## config.mk

```make
export PLATFORM = sky130hd
export DESIGN_NAME = pred_seq_ctrl
export DESIGN_NICKNAME = d
export VERILOG_FILES = /design/src/rtl/pred_seq_pkg.sv /design/src/rtl/pred_seq_decode.sv /design/src/rtl/pred_seq_cond.sv /design/src/rtl/pred_seq_irq.sv /design/src/rtl/pred_seq_ctrl.sv
export SDC_FILE = /design/constraint.sdc
export NUM_CORES = 1
export LEC_CHECK = 0
export BUFFER_PORTS_ARGS = -buffer_cell sky130_fd_sc_hd__buf_2
export CAP_MARGIN = 20
export CORE_MARGIN = 2
export CORE_UTILIZATION = 52
export CTS_BUF_LIST = sky130_fd_sc_hd__clkbuf_16
export CTS_CLUSTER_DIAMETER = 40
export DETAILED_ROUTE_END_ITERATION = 8
export HOLD_SLACK_MARGIN = 0.12
export PLACE_DENSITY_LB_ADDON = 0.1
export SKIP_CTS_REPAIR_TIMING = 1
export SYNTH_ARGS = -nofsm -noshare
export SYNTH_HDL_FRONTEND = slang
export SYNTH_SLANG_ARGS = --single-unit
```

## constraint.sdc

```tcl
create_clock -name clk -period 3.8 [get_ports clk]
set_input_delay 0.76 -clock clk [delete_from_list [all_inputs] [get_ports clk]]
set_output_delay 0.76 -clock clk [all_outputs]
set_load 0.03 [all_outputs]
```

## src/rtl/pred_seq_pkg.sv

```systemverilog
`timescale 1ns/1ps
package pred_seq_pkg;

    localparam int WORD_W = 16;
    localparam int PRED_W = 3;
    localparam int OPC_W  = 4;
    localparam int RIDX_W = 4;

    localparam logic [RIDX_W-1:0] PC_IDX   = '1;
    localparam logic [OPC_W-1:0]  OP_CMP   = OPC_W'(3);
    localparam logic [OPC_W-1:0]  OP_LOAD  = OPC_W'(4);
    localparam logic [OPC_W-1:0]  OP_STORE = OPC_W'(5);

    typedef enum logic [2:0] {
        ST_FETCH0 = 3'd0,
        ST_FETCH1 = 3'd1,
        ST_EAD    = 3'd2,
        ST_EXEC   = 3'd3,
        ST_RDMEM  = 3'd4,
        ST_WRMEM  = 3'd5,
        ST_INT    = 3'd6
    } seq_state_e;

    typedef enum logic [PRED_W-1:0] {
        PR_ALWAYS = 3'b000,
        PR_EXT    = 3'b001,
        PR_ZS     = 3'b010,
        PR_ZC     = 3'b011,
        PR_CS     = 3'b100,
        PR_CC     = 3'b101,
        PR_NS     = 3'b110,
        PR_NC     = 3'b111
    } pred_e;

    // Raw layout of an opcode word
    typedef struct packed {
        pred_e               pred;
        logic                has_opnd;
        logic [OPC_W-1:0]    opc;
        logic [RIDX_W-1:0]   dst;
        logic [RIDX_W-1:0]   src;
    } iword_t;

    // What the sequencer needs from an opcode word
    typedef struct packed {
        pred_e pred;
        logic  has_opnd;
        logic  is_load;
        logic  is_store;
        logic  src_r0;
        logic  wr_pc;
    } idec_t;

    typedef struct packed {
        logic z;
        logic c;
        logic n;
    } flags_t;

endpackage

```

## src/rtl/pred_seq_decode.sv

```systemverilog
`timescale 1ns/1ps
module pred_seq_decode
    import pred_seq_pkg::*;
(
    input  logic [WORD_W-1:0] word_i,
    output idec_t             dec_o
);

    iword_t w;
    assign w = iword_t'(word_i);

    always_comb begin
        dec_o.pred     = w.pred;
        dec_o.has_opnd = w.has_opnd;
        dec_o.is_load  = (w.opc == OP_LOAD);
        dec_o.is_store = (w.opc == OP_STORE);
        dec_o.src_r0   = (w.src == '0);
        // compare and store leave the register file untouched
        dec_o.wr_pc    = (w.dst == PC_IDX) && (w.opc != OP_CMP) && (w.opc != OP_STORE);
    end

endmodule

```

## src/rtl/pred_seq_cond.sv

```systemverilog
`timescale 1ns/1ps
module pred_seq_cond
    import pred_seq_pkg::*;
(
    input  pred_e  pred_i,
    input  flags_t flags_i,
    output logic   pass_o
);

    always_comb begin
        unique case (pred_i)
            PR_ALWAYS, PR_EXT: pass_o = 1'b1;
            PR_ZS:             pass_o = flags_i.z;
            PR_ZC:             pass_o = !flags_i.z;
            PR_CS:             pass_o = flags_i.c;
            PR_CC:             pass_o = !flags_i.c;
            PR_NS:             pass_o = flags_i.n;
            PR_NC:             pass_o = !flags_i.n;
            default:           pass_o = 1'b1;
        endcase
    end

endmodule

```

## src/rtl/pred_seq_irq.sv

```systemverilog
`timescale 1ns/1ps
module pred_seq_irq (
    input  logic clk,
    input  logic rst,
    input  logic irq_i,
    input  logic enter_i,
    output logic take_o,
    output logic mask_o
);

    logic mask_q;

    always_ff @(posedge clk) begin
        if (rst)
            mask_q <= 1'b0;
        else if (enter_i)
            mask_q <= 1'b1;
    end

    assign take_o = irq_i && !mask_q;
    assign mask_o = mask_q;

endmodule

```

## src/rtl/pred_seq_ctrl.sv

```systemverilog
`timescale 1ns/1ps
module pred_seq_ctrl
    import pred_seq_pkg::*;
(
    input  logic              clk,
    input  logic              rst,
    input  logic [15:0]       instr_i,
    input  logic              flag_z_i,
    input  logic              flag_c_i,
    input  logic              flag_n_i,
    input  logic              irq_i,
    input  logic              mem_ready_i,
    output logic [2:0]        state_o,
    output logic              ifetch_o,
    output logic              opfetch_o,
    output logic              ead_o,
    output logic              mem_rd_o,
    output logic              mem_wr_o,
    output logic              exec_o,
    output logic              int_o,
    output logic              int_mask_o,
    output logic [15:0]       ir_o
);

    seq_state_e          st_q, st_d;
    logic [WORD_W-1:0]   ir_q;
    logic [WORD_W-1:0]   dec_word;
    idec_t               dec;
    flags_t              flg;
    logic                pred_pass;
    logic                irq_take;
    logic                fetch_now;
    logic                overlap_ok;
    logic                cur_load_q, cur_store_q, cur_wr_pc_q;
    seq_state_e          done_st, after_last, after_f0;

    // The decoder sees the live word in fetch slots, the held word otherwise
    assign dec_word = (st_q == ST_FETCH0 || st_q == ST_EXEC) ? instr_i : ir_q;

    pred_seq_decode u_dec (
        .word_i (dec_word),
        .dec_o  (dec)
    );

    assign flg = '{z: flag_z_i, c: flag_c_i, n: flag_n_i};

    pred_seq_cond u_cond (
        .pred_i  (dec.pred),
        .flags_i (flg),
        .pass_o  (pred_pass)
    );

    pred_seq_irq u_irq (
        .clk     (clk),
        .rst     (rst),
        .irq_i   (irq_i),
        .enter_i (st_q == ST_INT),
        .take_o  (irq_take),
        .mask_o  (int_mask_o)
    );

    assign overlap_ok = !cur_wr_pc_q && !irq_take;
    assign fetch_now  = (st_q == ST_FETCH0) || (st_q == ST_EXEC && overlap_ok);
    assign done_st    = irq_take ? ST_INT : ST_FETCH0;

    // Path after the last fetch word of the decoded instruction
    always_comb begin
        if (!pred_pass)
            after_last = done_st;
        else if (dec.is_load || dec.is_store || (dec.has_opnd && !dec.src_r0))
            after_last = ST_EAD;
        else
            after_last = ST_EXEC;
    end

    assign after_f0 = dec.has_opnd ? ST_FETCH1 : after_last;

    always_comb begin
        st_d = st_q;
        unique case (st_q)
            ST_FETCH0: st_d = after_f0;
            ST_FETCH1: st_d = after_last;
            ST_EAD: begin
                if (cur_load_q)
                    st_d = ST_RDMEM;
                else if (cur_store_q)
                    st_d = ST_WRMEM;
                else
                    st_d = ST_EXEC;
            end
            ST_RDMEM:  st_d = mem_ready_i ? ST_EXEC : ST_RDMEM;
            ST_WRMEM:  st_d = mem_ready_i ? done_st : ST_WRMEM;
            ST_EXEC:   st_d = overlap_ok ? after_f0 : done_st;
            ST_INT:    st_d = ST_FETCH0;
            default:   st_d = ST_FETCH0;
        endcase
    end

    always_ff @(posedge clk) begin
        if (rst) begin
            st_q        <= ST_FETCH0;
            ir_q        <= '0;
            cur_load_q  <= 1'b0;
            cur_store_q <= 1'b0;
            cur_wr_pc_q <= 1'b0;
        end else begin
            st_q <= st_d;
            if (fetch_now) begin
                ir_q        <= instr_i;
                cur_load_q  <= dec.is_load;
                cur_store_q <= dec.is_store;
                cur_wr_pc_q <= dec.wr_pc;
            end
        end
    end

    assign state_o   = st_q;
    assign ifetch_o  = fetch_now;
    assign opfetch_o = (st_q == ST_FETCH1);
    assign ead_o     = (st_q == ST_EAD);
    assign mem_rd_o  = (st_q == ST_RDMEM);
    assign mem_wr_o  = (st_q == ST_WRMEM);
    assign exec_o    = (st_q == ST_EXEC);
    assign int_o     = (st_q == ST_INT);
    assign ir_o      = ir_q;

endmodule

```

==> results of run 1 <==
==> worst paths after layout <==
| kind | slack [ns] | from | to | cells past startpoint |
|---|---|---|---|---|
| setup reg to reg | 1.97 | state_o[1] | ir_o[2] | 4 |
| hold reg to reg | 0.48 | ir_o[6] | ir_o[6] | 2 |
| setup / recovery | 1.11 | state_o[1] | ifetch_o | 4 |
| hold / removal | 0.48 | ir_o[6] | ir_o[6] | 2 |
==> per-layer routing <==
layer  share of wire  vias to the layer above  global-route usage
met4          0.0051                        0              0.0833
met5               0                        -                   0
met2            0.50                       59               0.432
met3           0.073                        4              0.0273
met1            0.42                      642               0.304
li1                -                      689                   -
==> cells by family after synthesis <==
logic type,count (synthesis),synth area share
AO/OA/AOI/OAI,63,0.295
XOR/XNOR,5,0.0391
buffers and inverters,18,0.0667
flip-flops,23,0.351
multiplexers,4,0.0305
AND/OR/NAND/NOR,51,0.218
==> power breakdown <==
part | switching [uW] | internal, uW | total [uW]
Sequential | 106 | 313 | 419
Clock | 82.3 | 140 | 223
Combinational | 493 | 265 | 759
==> sequential cells by signal (all words and copies together) (netlist names) <==
| name | flops |
|---|---|
| state_o | 3 |
| cur_wr_pc_q | 1 |
| cur_store_q | 1 |
| cur_load_q | 1 |
| u_irq.mask_o | 1 |
| ir_o | 16 |
==> through the flow <==
step | instances | total power [uW] | hold slack, ns
final | 236 | 1400 | 0.477
after floorplan | 164 | 1010 | 0.452
after global placement | 232 | 1160 | 0.463
after detailed placement | 232 | 1170 | 0.465
after CTS | 236 | 1400 | 0.477
after global routing | 236 | 1490 | 0.496
==> layout make-up <==
| type | instances | area, um2 | share of cell area |
|---|---|---|---|
| inverter | 5 | 18.8 | 0.0116 |
| sequential | 23 | 460 | 0.284 |
| timing repair buffer | 51 | 260 | 0.161 |
| clock inverter | 1 | 3.75 | 0.00232 |
| tap | 30 | 37.5 | 0.0232 |
| multi-input combinational | 123 | 764 | 0.472 |
| clock buffer | 3 | 75.1 | 0.0463 |
==> placed cells by master, fill, tap and decap left out, types with 2 or more instances in the layout <==
master,Yosys,final
buf_2,3,49
xor2_1,3,3
a31oi_1,3,3
dfxtp_1,23,23
nand3_1,17,17
mux2i_1,4,4
and3_1,3,3
a21oi_1,22,22
nor2_1,9,9
nor3b_1,2,2
nand4_1,2,2
nand2b_1,5,5
clkbuf_16,0,3
o22ai_1,4,4
nor3_1,3,3
o21ai_0,20,20
buf_4,0,2
nand2_1,2,2
inv_1,5,6
==> tightest hold or removal path: cells and delay by family, from the launching register on <==
family	cells	cell delay (ns)
AO/OA/AOI/OAI	2	0.13
flip-flops	1	0.30
==> metrics.md, run 1 <==
| Metric | Value |
|---|---|
| Chip Height | `54.2 um` |
| Req. time, crit path | `3.04 ns` |
| # DRC | `0` |
| First-pass GRT wire length | `5280 um` |
| Most numerous cell in the Yosys netlist | `dfxtp_1` |
| CTS tree | `built` |
| ANT nets after route | `0` |
| DP Wirelength | `2360 um` |
| PD cells | `864 mW/mm2` |
| Vias in the first global route | `1266` |
| Sink Count | `23` |
| Final Cell Area | `0.00162 mm2` |
| Cell Area, Synth | `0.00131 mm2` |
| Longest Clk Path Bufs | `2` |
| Synth top area cells | `dfxtp_1, a21oi_1, o21ai_0` |
| Largest net degree at the start of global routing | `24` |
| Final core occ | `0.666` |
| # IOs | `50` |
| Largest area contributor in the synthesized netlist | `dfxtp_1` |
| Buf+Inv Stages, Crit Path | `1` |
| Clock slew at reported path FFs | `0.06 ns` |
| Worst EP arrival | `1.93 ns` |
| CTS Buf Count | `3` |
| Gr usage total | `0.243` |
| Post-synthesis average cell area | `8.00 um2` |
| Fmax | `0.372 GHz` |
| Setup total negative slack | `0 ns` |
| Peak supply drop | `0.000532 V` |
| Leak | `0.000731 uW` |
| H-tree depth | `1` |
| Outcome | `finished clean` |
| Worst Setup Slack, final | `1.11 ns` |
| Worst Tran Pin Value | `0.703 ns` |
| Vias per std cell | `5.91` |
| Async set-reset flop share out of synthesis | `0` |
| Routed length per instance | `14.2 um` |
| Max Cap Viol | `0` |
| CP delay by family, top | `flip-flops` |
| Critical setup path kind | `reg2out` |
| Worst-skew pair later-pin latency | `0.25 ns` |
| CTS root buf | `clkbuf_16` |
| Worst slack at placement | `1.38 ns` |
| EDFF count, synth | `0` |
| Period utilisation layout | `0.707` |
| Net Count, Synth | `187` |
| GP Congestion | `0.816` |
| Die area | `0.00294 mm2` |
| Critical path fanouts, max | `19` |
| Final wirelength | `3340 um` |
| Synth Instances | `164` |
| Fin. Hold Viols | `0` |
| Fin. max-slew vios | `0` |
| Area grow syn2layout | `23.5%` |
| 1st-pass router iterations | `4` |
| Crit path top cell by count | `nor2_1` |
| RSZ-0062 raised after global routing | `false` |
| Seq/Total Area, Yosys | `0.351` |
| Clock Skew | `0.00374 ns` |
| CP Cell Sequence | `nor2_1 -> a31oi_4 -> nor2_1 -> buf_2` |
| Seq cells post-synth | `23` |
| Row cnt | `18` |
| CP max stage delay | `0.77 ns` |
| Relative slew slack | `0.531` |
| Grt total ovfl | `0` |
| Min Tclk post-route | `2.69 ns` |
| Synth top cells by count | `dfxtp_1, a21oi_1, o21ai_0, nand3_1, nor2_1` |
| Setup crit start kind | `register` |
| Initial core utilization | `0.540` |
| Synth top area share | `0.351` |
| Initial DRC Count | `46` |
| Die width | `54.2 um` |
| Critical Path End Type | `output port` |
| DR vias | `1394` |
| Nets | `230` |
| Area post-placement | `0.00154 mm2` |
| Hold Path Class | `reg2reg` |
| Initial antenna violation count | `0` |
| # setup viols final | `0` |
| Post-synth top flop | `dfxtp_1` |
| CP max-delay cell | `dfxtp_1` |
| Antenna cell count | `0` |
| Fraction of layout cells with a size suffix above 1 | `0.286` |
| Synth warnings | `0` |
| I/O Buffers | `49` |
| Core ar. | `0.00243 mm2` |
| Layout fillers | `235` |
| Synth cell types | `45` |
Power figures use the tool's default switching activity.
==> run 2, diff against run 1 <==
Settings changed: CORE_UTILIZATION 52 to 43.
Clock period 3.8 ns to 2.2 ns, I/O delays scaled along.
==> run 2 against run 1 <==
Combinational power increased by 84%; sequential share of layout area down 0.35 points; core utilization down 12 points; first-iteration DRC count grew 76%; non-clock buffer count up 2; cell area is 1.2% higher; global-route usage down 4.4 points; count of clock-buffer cells in the layout stayed put; via count is 1.5% higher; sequential power increased by 56%; critical path depth did not move; critical path type unchanged.
==> metrics.md, run 2 (synthesis gave the netlist of run 1 again) <==
| Metric | Value |
|---|---|
| Outcome | `finished clean` |
| Worst R2R End | `state_o[2]` |
| Worst Setup EP | `ifetch_o` |
| # DRC | `0 (unchanged)` |
| Longest Clk Path Bufs | `2 (unchanged)` |
| Fin. max-slew vios | `0 (unchanged)` |
| Critical setup path kind | `reg2out` |
| Final core occ | `0.551 (-0.115)` |
| Critical Path End Type | `output port` |
| Min Tclk post-route | `2.03 ns` |
| CTS Buf Count | `3 (unchanged)` |
| Core ar. | `0.00298 mm2 (+22%)` |
| Initial core utilization | `0.441 (-0.0989)` |
| GP Congestion | `0.762 (-6.6%)` |
| Worst EP arrival | `1.59 ns (-0.34 ns)` |
| Sink Count | `23 (unchanged)` |
| First-pass GRT wire length | `5440 um (+3.0%)` |
| Met2 usage | `0.328 (-0.104)` |
| Worst-skew pair later-pin latency | `0.26 ns (about the same)` |
| Worst reg2reg path depth | `5 (+1)` |
| CTS tree | `built` |
| Final Cell Area | `0.00164 mm2 (+1.2%)` |
| Setup crit start kind | `register` |
| CP max-delay cell | `dfxtp_1` |
| R2r setup slk | `0.51 ns (-1.46 ns)` |
| Nets | `232 (+0.87%)` |
| Grt peak-use layer | `met2` |
| Hold Path Class | `in2reg` |
| RSZ-0062 raised after global routing | `false` |
| Most common cell after layout, fill and taps aside | `buf_2` |
| Die area | `0.00351 mm2 (+19%)` |
| H-tree depth | `1 (unchanged)` |
| Chip Height | `59.3 um (+9.2%)` |
| Final wirelength | `3370 um (+0.96%)` |
| Routed length per instance | `14.0 um (-1.1%)` |
| Die width | `59.3 um (+9.2%)` |
| Gr usage total | `0.199 (-0.0443)` |
| DP Wirelength | `2430 um (+2.9%)` |
| Row cnt | `20 (+2)` |
| Worst hold path depth | `3 (+1)` |
| Initial DRC Count | `81 (+76%)` |
| Max FFs per register | `16 (unchanged)` |
| Req. time, crit path | `1.76 ns (-1.28 ns)` |
| Fmax | `0.493 GHz` |
| Antenna cell count | `0 (unchanged)` |
| Max Cap Viol | `0 (unchanged)` |
| Hold Slack | `0.442 ns (-0.0357 ns)` |
| Grt total ovfl | `0 (unchanged)` |
| Initial antenna violation count | `0 (unchanged)` |
| Clock slew at reported path FFs | `0.06 ns (about the same)` |
| Met3 usage | `0.0284 (+0.00106)` |
| Most frequent cells in the layout | `buf_2, dfxtp_1, a21oi_1, o21ai_0, nand3_1` |
| Peak supply drop | `0.000597 V (+12%)` |
| 1st-pass router iterations | `4 (unchanged)` |
| # setup viols final | `0 (unchanged)` |
| Period utilisation layout | `0.922` |
| Worst Tran Pin Value | `0.477 ns (-0.226 ns)` |
| Reg-to-reg startpoint | `state_o[1]` |
| Fraction of layout cells with a size suffix above 1 | `0.298 (+0.0117)` |
| Fin. Hold Viols | `0 (unchanged)` |
| ANT nets after route | `0 (unchanged)` |
| I/O Buffers | `49 (unchanged)` |
| Critical path fanouts, max | `19 (unchanged)` |
| Area grow syn2layout | `25.0%` |
| Worst Setup SP | `state_o[1]` |
| CP Cell Sequence | `nor2_1 -> a31oi_4 -> nor2_1 -> buf_2` |
| PD cells | `1490 mW/mm2 (+73%)` |
| Crit path top cell by count | `nor2_1` |
| DR vias | `1415 (+1.5%)` |
| CTS root buf | `clkbuf_16` |
| Vias per std cell | `5.87 (-0.60%)` |
| Relative slew slack | `0.682 (+0.151)` |
| Setup total negative slack | `0 ns (unchanged)` |
| Leak | `0.000739 uW (+1.2%)` |
| # IOs | `50 (unchanged)` |
| Largest net degree at the start of global routing | `24 (unchanged)` |
| CP max stage delay | `0.50 ns (-0.27 ns)` |
| Vias in the first global route | `1211 (-4.3%)` |
| Met1 Use GR | `0.271 (-0.0331)` |
| Area post-placement | `0.00156 mm2 (+1.2%)` |
| Layout fillers | `268 (+14%)` |
| Clock Skew | `0.00439 ns (+0.000642 ns)` |
==> run 2: critical path, delay by kind of cell, from the launching register on <==
kind | cells | cell delay, ns
DFF | 1 | 0.50
AOI/OAI and AO/OA | 1 | 0.43
and+or+nand+nor | 2 | 0.22
buffers and inverters | 1 | 0.19
==> run 2: how the worst min path moves through the flow <==
| stage | start | end | slack [ns] |
|---|---|---|---|
| 5_1_grt | instr_i[0] | ir_o[0] | 0.46 |
| 3_3_place_gp | ir_o[8] | ir_o[8] | 0.46 |
| 2_1_floorplan | cur_wr_pc_q | cur_wr_pc_q | 0.45 |
| 6_report | instr_i[7] | ir_o[7] | 0.44 |
| 4_1_cts | instr_i[1] | ir_o[1] | 0.44 |
| 3_5_place_dp | ir_o[4] | ir_o[4] | 0.47 |
==> run 2: layout make-up <==
class,instances,area (um2),share of cell area
clock inverter,1,5.00,0.00305
inverter,5,18.8,0.0114
sequential,23,460,0.281
tap,33,41.3,0.0252
multi-input combinational,123,764,0.466
timing repair buffer,53,275,0.168
clock buffer,3,75.1,0.0458
==> run 2: report_power, final <==
part | internal, uW | switching (uW)
registers | 541 | 114
logic | 479 | 922
clock network | 244 | 151
total | 1260 | 1190
==> run 2: metrics by stage <==
stage                     total power, uW  cells  setup slack (ns)
after floorplan                      1740    164             0.154
after global placement               2050    237             0.426
after detailed placement             2070    237             0.379
after CTS                            2470    241             0.140
after global routing                 2620    241            0.0463
final                                2450    241             0.172
==> run 2: layer usage <==
layer	vias to the layer above	part of all wire	wire length [um]
met2	65	0.47	1600
met5	-	0	0
met1	646	0.45	1510
met4	0	0.0056	19
met3	4	0.074	250
li1	700	-	-
==> run 3, diff against run 2 <==
Settings changed: CORE_UTILIZATION 43 to 40.
==> run 3 against run 2 <==
First-iteration DRC count increased by 2.5%; cell area increased by 1.8%; non-clock buffer count increased by 2; sequential power increased by 1%; critical path depth unchanged; routed wire length increased by 6.9%; critical endpoint unchanged; clock power increased by 4%; via count decreased by 1.1%.
==> metrics.md, run 3 (synthesis gave the netlist of run 1 again) <==
| Metric | Value |
|---|---|
| Die area | `0.00376 mm2 (+7.0%)` |
| # setup viols final | `0 (unchanged)` |
| First-pass GRT wire length | `5870 um (+7.9%)` |
| Fin. Hold Viols | `0 (unchanged)` |
| Peak supply drop | `0.000658 V (+10%)` |
| # DRC | `0 (unchanged)` |
| Setup crit start kind | `register` |
| Worst reg2reg path depth | `5 (unchanged)` |
| Min Tclk post-route | `2.10 ns (+0.0754 ns)` |
| ANT nets after route | `0 (unchanged)` |
| Register share of total power | `0.265 (-0.002)` |
| Outcome | `finished clean` |
| H-tree depth | `1 (unchanged)` |
| Max Cap Viol | `0 (unchanged)` |
| Longest Clk Path Bufs | `2 (unchanged)` |
| Sink Count | `23 (unchanged)` |
| Most frequent cells in the layout | `buf_2, dfxtp_1, a21oi_1, o21ai_0, nand3_1` |
| Relative slew slack | `0.687 (+0.00532)` |
| Buf+Inv Stages, Crit Path | `1 (unchanged)` |
| Clock Skew | `0.00652 ns (+0.00213 ns)` |
| Most common cell after layout, fill and taps aside | `buf_2` |
| Req. time, crit path | `1.76 ns (about the same)` |
| Vias in the first global route | `1377 (+14%)` |
| 1st-pass router iterations | `4 (unchanged)` |
| Area post-placement | `0.00159 mm2 (+1.8%)` |
| Leak | `0.000750 uW (+1.5%)` |
| # IOs | `50 (unchanged)` |
| Comb pwr share | `0.570 (-0.002)` |
| P_int | `1280 uW (+1.1%)` |
| Vias per std cell | `5.51 (-6.1%)` |
| Fin. max-slew vios | `0 (unchanged)` |
| Critical Path End Type | `output port` |
| CP max stage delay | `0.57 ns (+0.07 ns)` |
| Levels on crit path | `4 (unchanged)` |
| Chip Height | `61.3 um (+3.4%)` |
| Final Cell Area | `0.00167 mm2 (+1.8%)` |
| CTS Buf Count | `3 (unchanged)` |
| CP delay by family, top | `flip-flops` |
| CP max-delay cell | `dfxtp_1` |
| Net Sw Frac | `0.487 (+0.00296)` |
| Row cnt | `20 (unchanged)` |
| GP Congestion | `0.805 (+5.7%)` |
| Fraction of layout cells with a size suffix above 1 | `0.305 (+0.00668)` |
| Die width | `61.3 um (+3.4%)` |
| Worst slack at placement | `0.392 ns (+0.0129 ns)` |
| Initial core utilization | `0.426 (-0.0143)` |
| Core ar. | `0.00308 mm2 (+3.4%)` |
| RSZ-0062 raised after global routing | `false` |
| Sw Pwr | `1210 uW (+2.3%)` |
| DP Wirelength | `2570 um (+6.0%)` |
| Worst hold path depth | `3 (unchanged)` |
| Critical path fanouts, max | `19 (unchanged)` |
| Crit path top cell by count | `nor2_1` |
| CTS tree | `built` |
| Routed length per instance | `14.2 um (+1.4%)` |
| Largest net degree at the start of global routing | `24 (unchanged)` |
| Fmax | `0.475 GHz (-3.6%)` |
| Worst Tran Pin Value | `0.469 ns (-0.00798 ns)` |
| Nets | `234 (+0.86%)` |
| Hold Path Class | `in2reg` |
| PD cells | `1490 mW/mm2 (about the same)` |
| Initial DRC Count | `83 (+2.5%)` |
| Critical setup path kind | `reg2out` |
| Gr usage total | `0.211 (+0.0115)` |
| Antenna cell count | `0 (unchanged)` |
| Max FFs per register | `16 (unchanged)` |
| DR vias | `1400 (-1.1%)` |
| Grt total ovfl | `0 (unchanged)` |
| Clock share of power | `0.165 (+0.004)` |
| Setup total negative slack | `0 ns (unchanged)` |
| CTS root buf | `clkbuf_16` |
| Clock slew at reported path FFs | `0.07 ns (about the same)` |
| Period utilisation layout | `0.956 (+0.0343)` |
| I/O Buffers | `49 (unchanged)` |
| Area grow syn2layout | `27.2%` |
| Worst EP arrival | `1.66 ns (+0.07 ns)` |
| Worst Setup Slack, final | `0.0961 ns (-0.0754 ns)` |
| Worst-skew pair later-pin latency | `0.26 ns (about the same)` |
| CP Cell Sequence | `nor2_1 -> a31oi_4 -> nor2_1 -> buf_2` |
| Final wirelength | `3610 um (+6.9%)` |
| Initial antenna violation count | `0 (unchanged)` |
## run 3: cell count changes in the layout (fill, tap and decap cells not counted), sizes merged
cell	previous run	this run
buf	53	55
## run 3: metrics by stage
step | std cells | util | power (uW) | hold slack, ns
6_report | 254 | 0.542 | 2490 | 0.439
5_1_grt | 254 | 0.542 | 2660 | 0.449
4_1_cts | 254 | 0.542 | 2500 | 0.439
3_5_place_dp | 250 | 0.516 | 2080 | 0.468
3_3_place_gp | 250 | 0.516 | 2070 | 0.462
2_1_floorplan | 164 | - | 1740 | 0.452
## run 3: power groups by stage
stage | clock network (uW) | logic [uW] | registers (uW)
final | 410 | 1420 | 661
after global routing | 434 | 1550 | 680
after CTS | 418 | 1420 | 660
after detailed placement | 0 | 1410 | 668
after global placement | 0 | 1410 | 662
after floorplan | 0 | 875 | 867
## run 3: tightest hold or removal path: stages
cell and delay [ns]:
buf_2 0.11, nand3_1 0.05, a21oi_1 0.05
## run 3: path summary, 6_finish.rpt
kind              startpoint    endpoint  slack, ns
setup reg to reg  state_o[1]  state_o[2]       0.49
hold / removal    instr_i[4]     ir_o[4]       0.44
setup / recovery  state_o[1]    ifetch_o        0.1
hold reg to reg      ir_o[4]     ir_o[4]       0.48
## run 3: metal layers
metal | vias up | track usage | routed length (um)
li1 | 697 | - | -
met1 | 651 | 0.266 | 1630
met2 | 45 | 0.353 | 1700
met3 | 7 | 0.0315 | 204
met4 | 0 | 0.0963 | 73
met5 | - | 0 | 0
## run 3: final cells by class
| class | count | area, um2 |
|---|---|---|
| Inverter | 5 | 18.8 |
| Sequential cell | 23 | 460 |
| Fill cell | 304 | 1410 |
| Tap cell | 44 | 55.1 |
| Timing Repair Buffer | 55 | 290 |
| Clock inverter | 1 | 5.00 |
| Multi-Input combinational cell | 123 | 764 |
| Clock buffer | 3 | 75.1 |
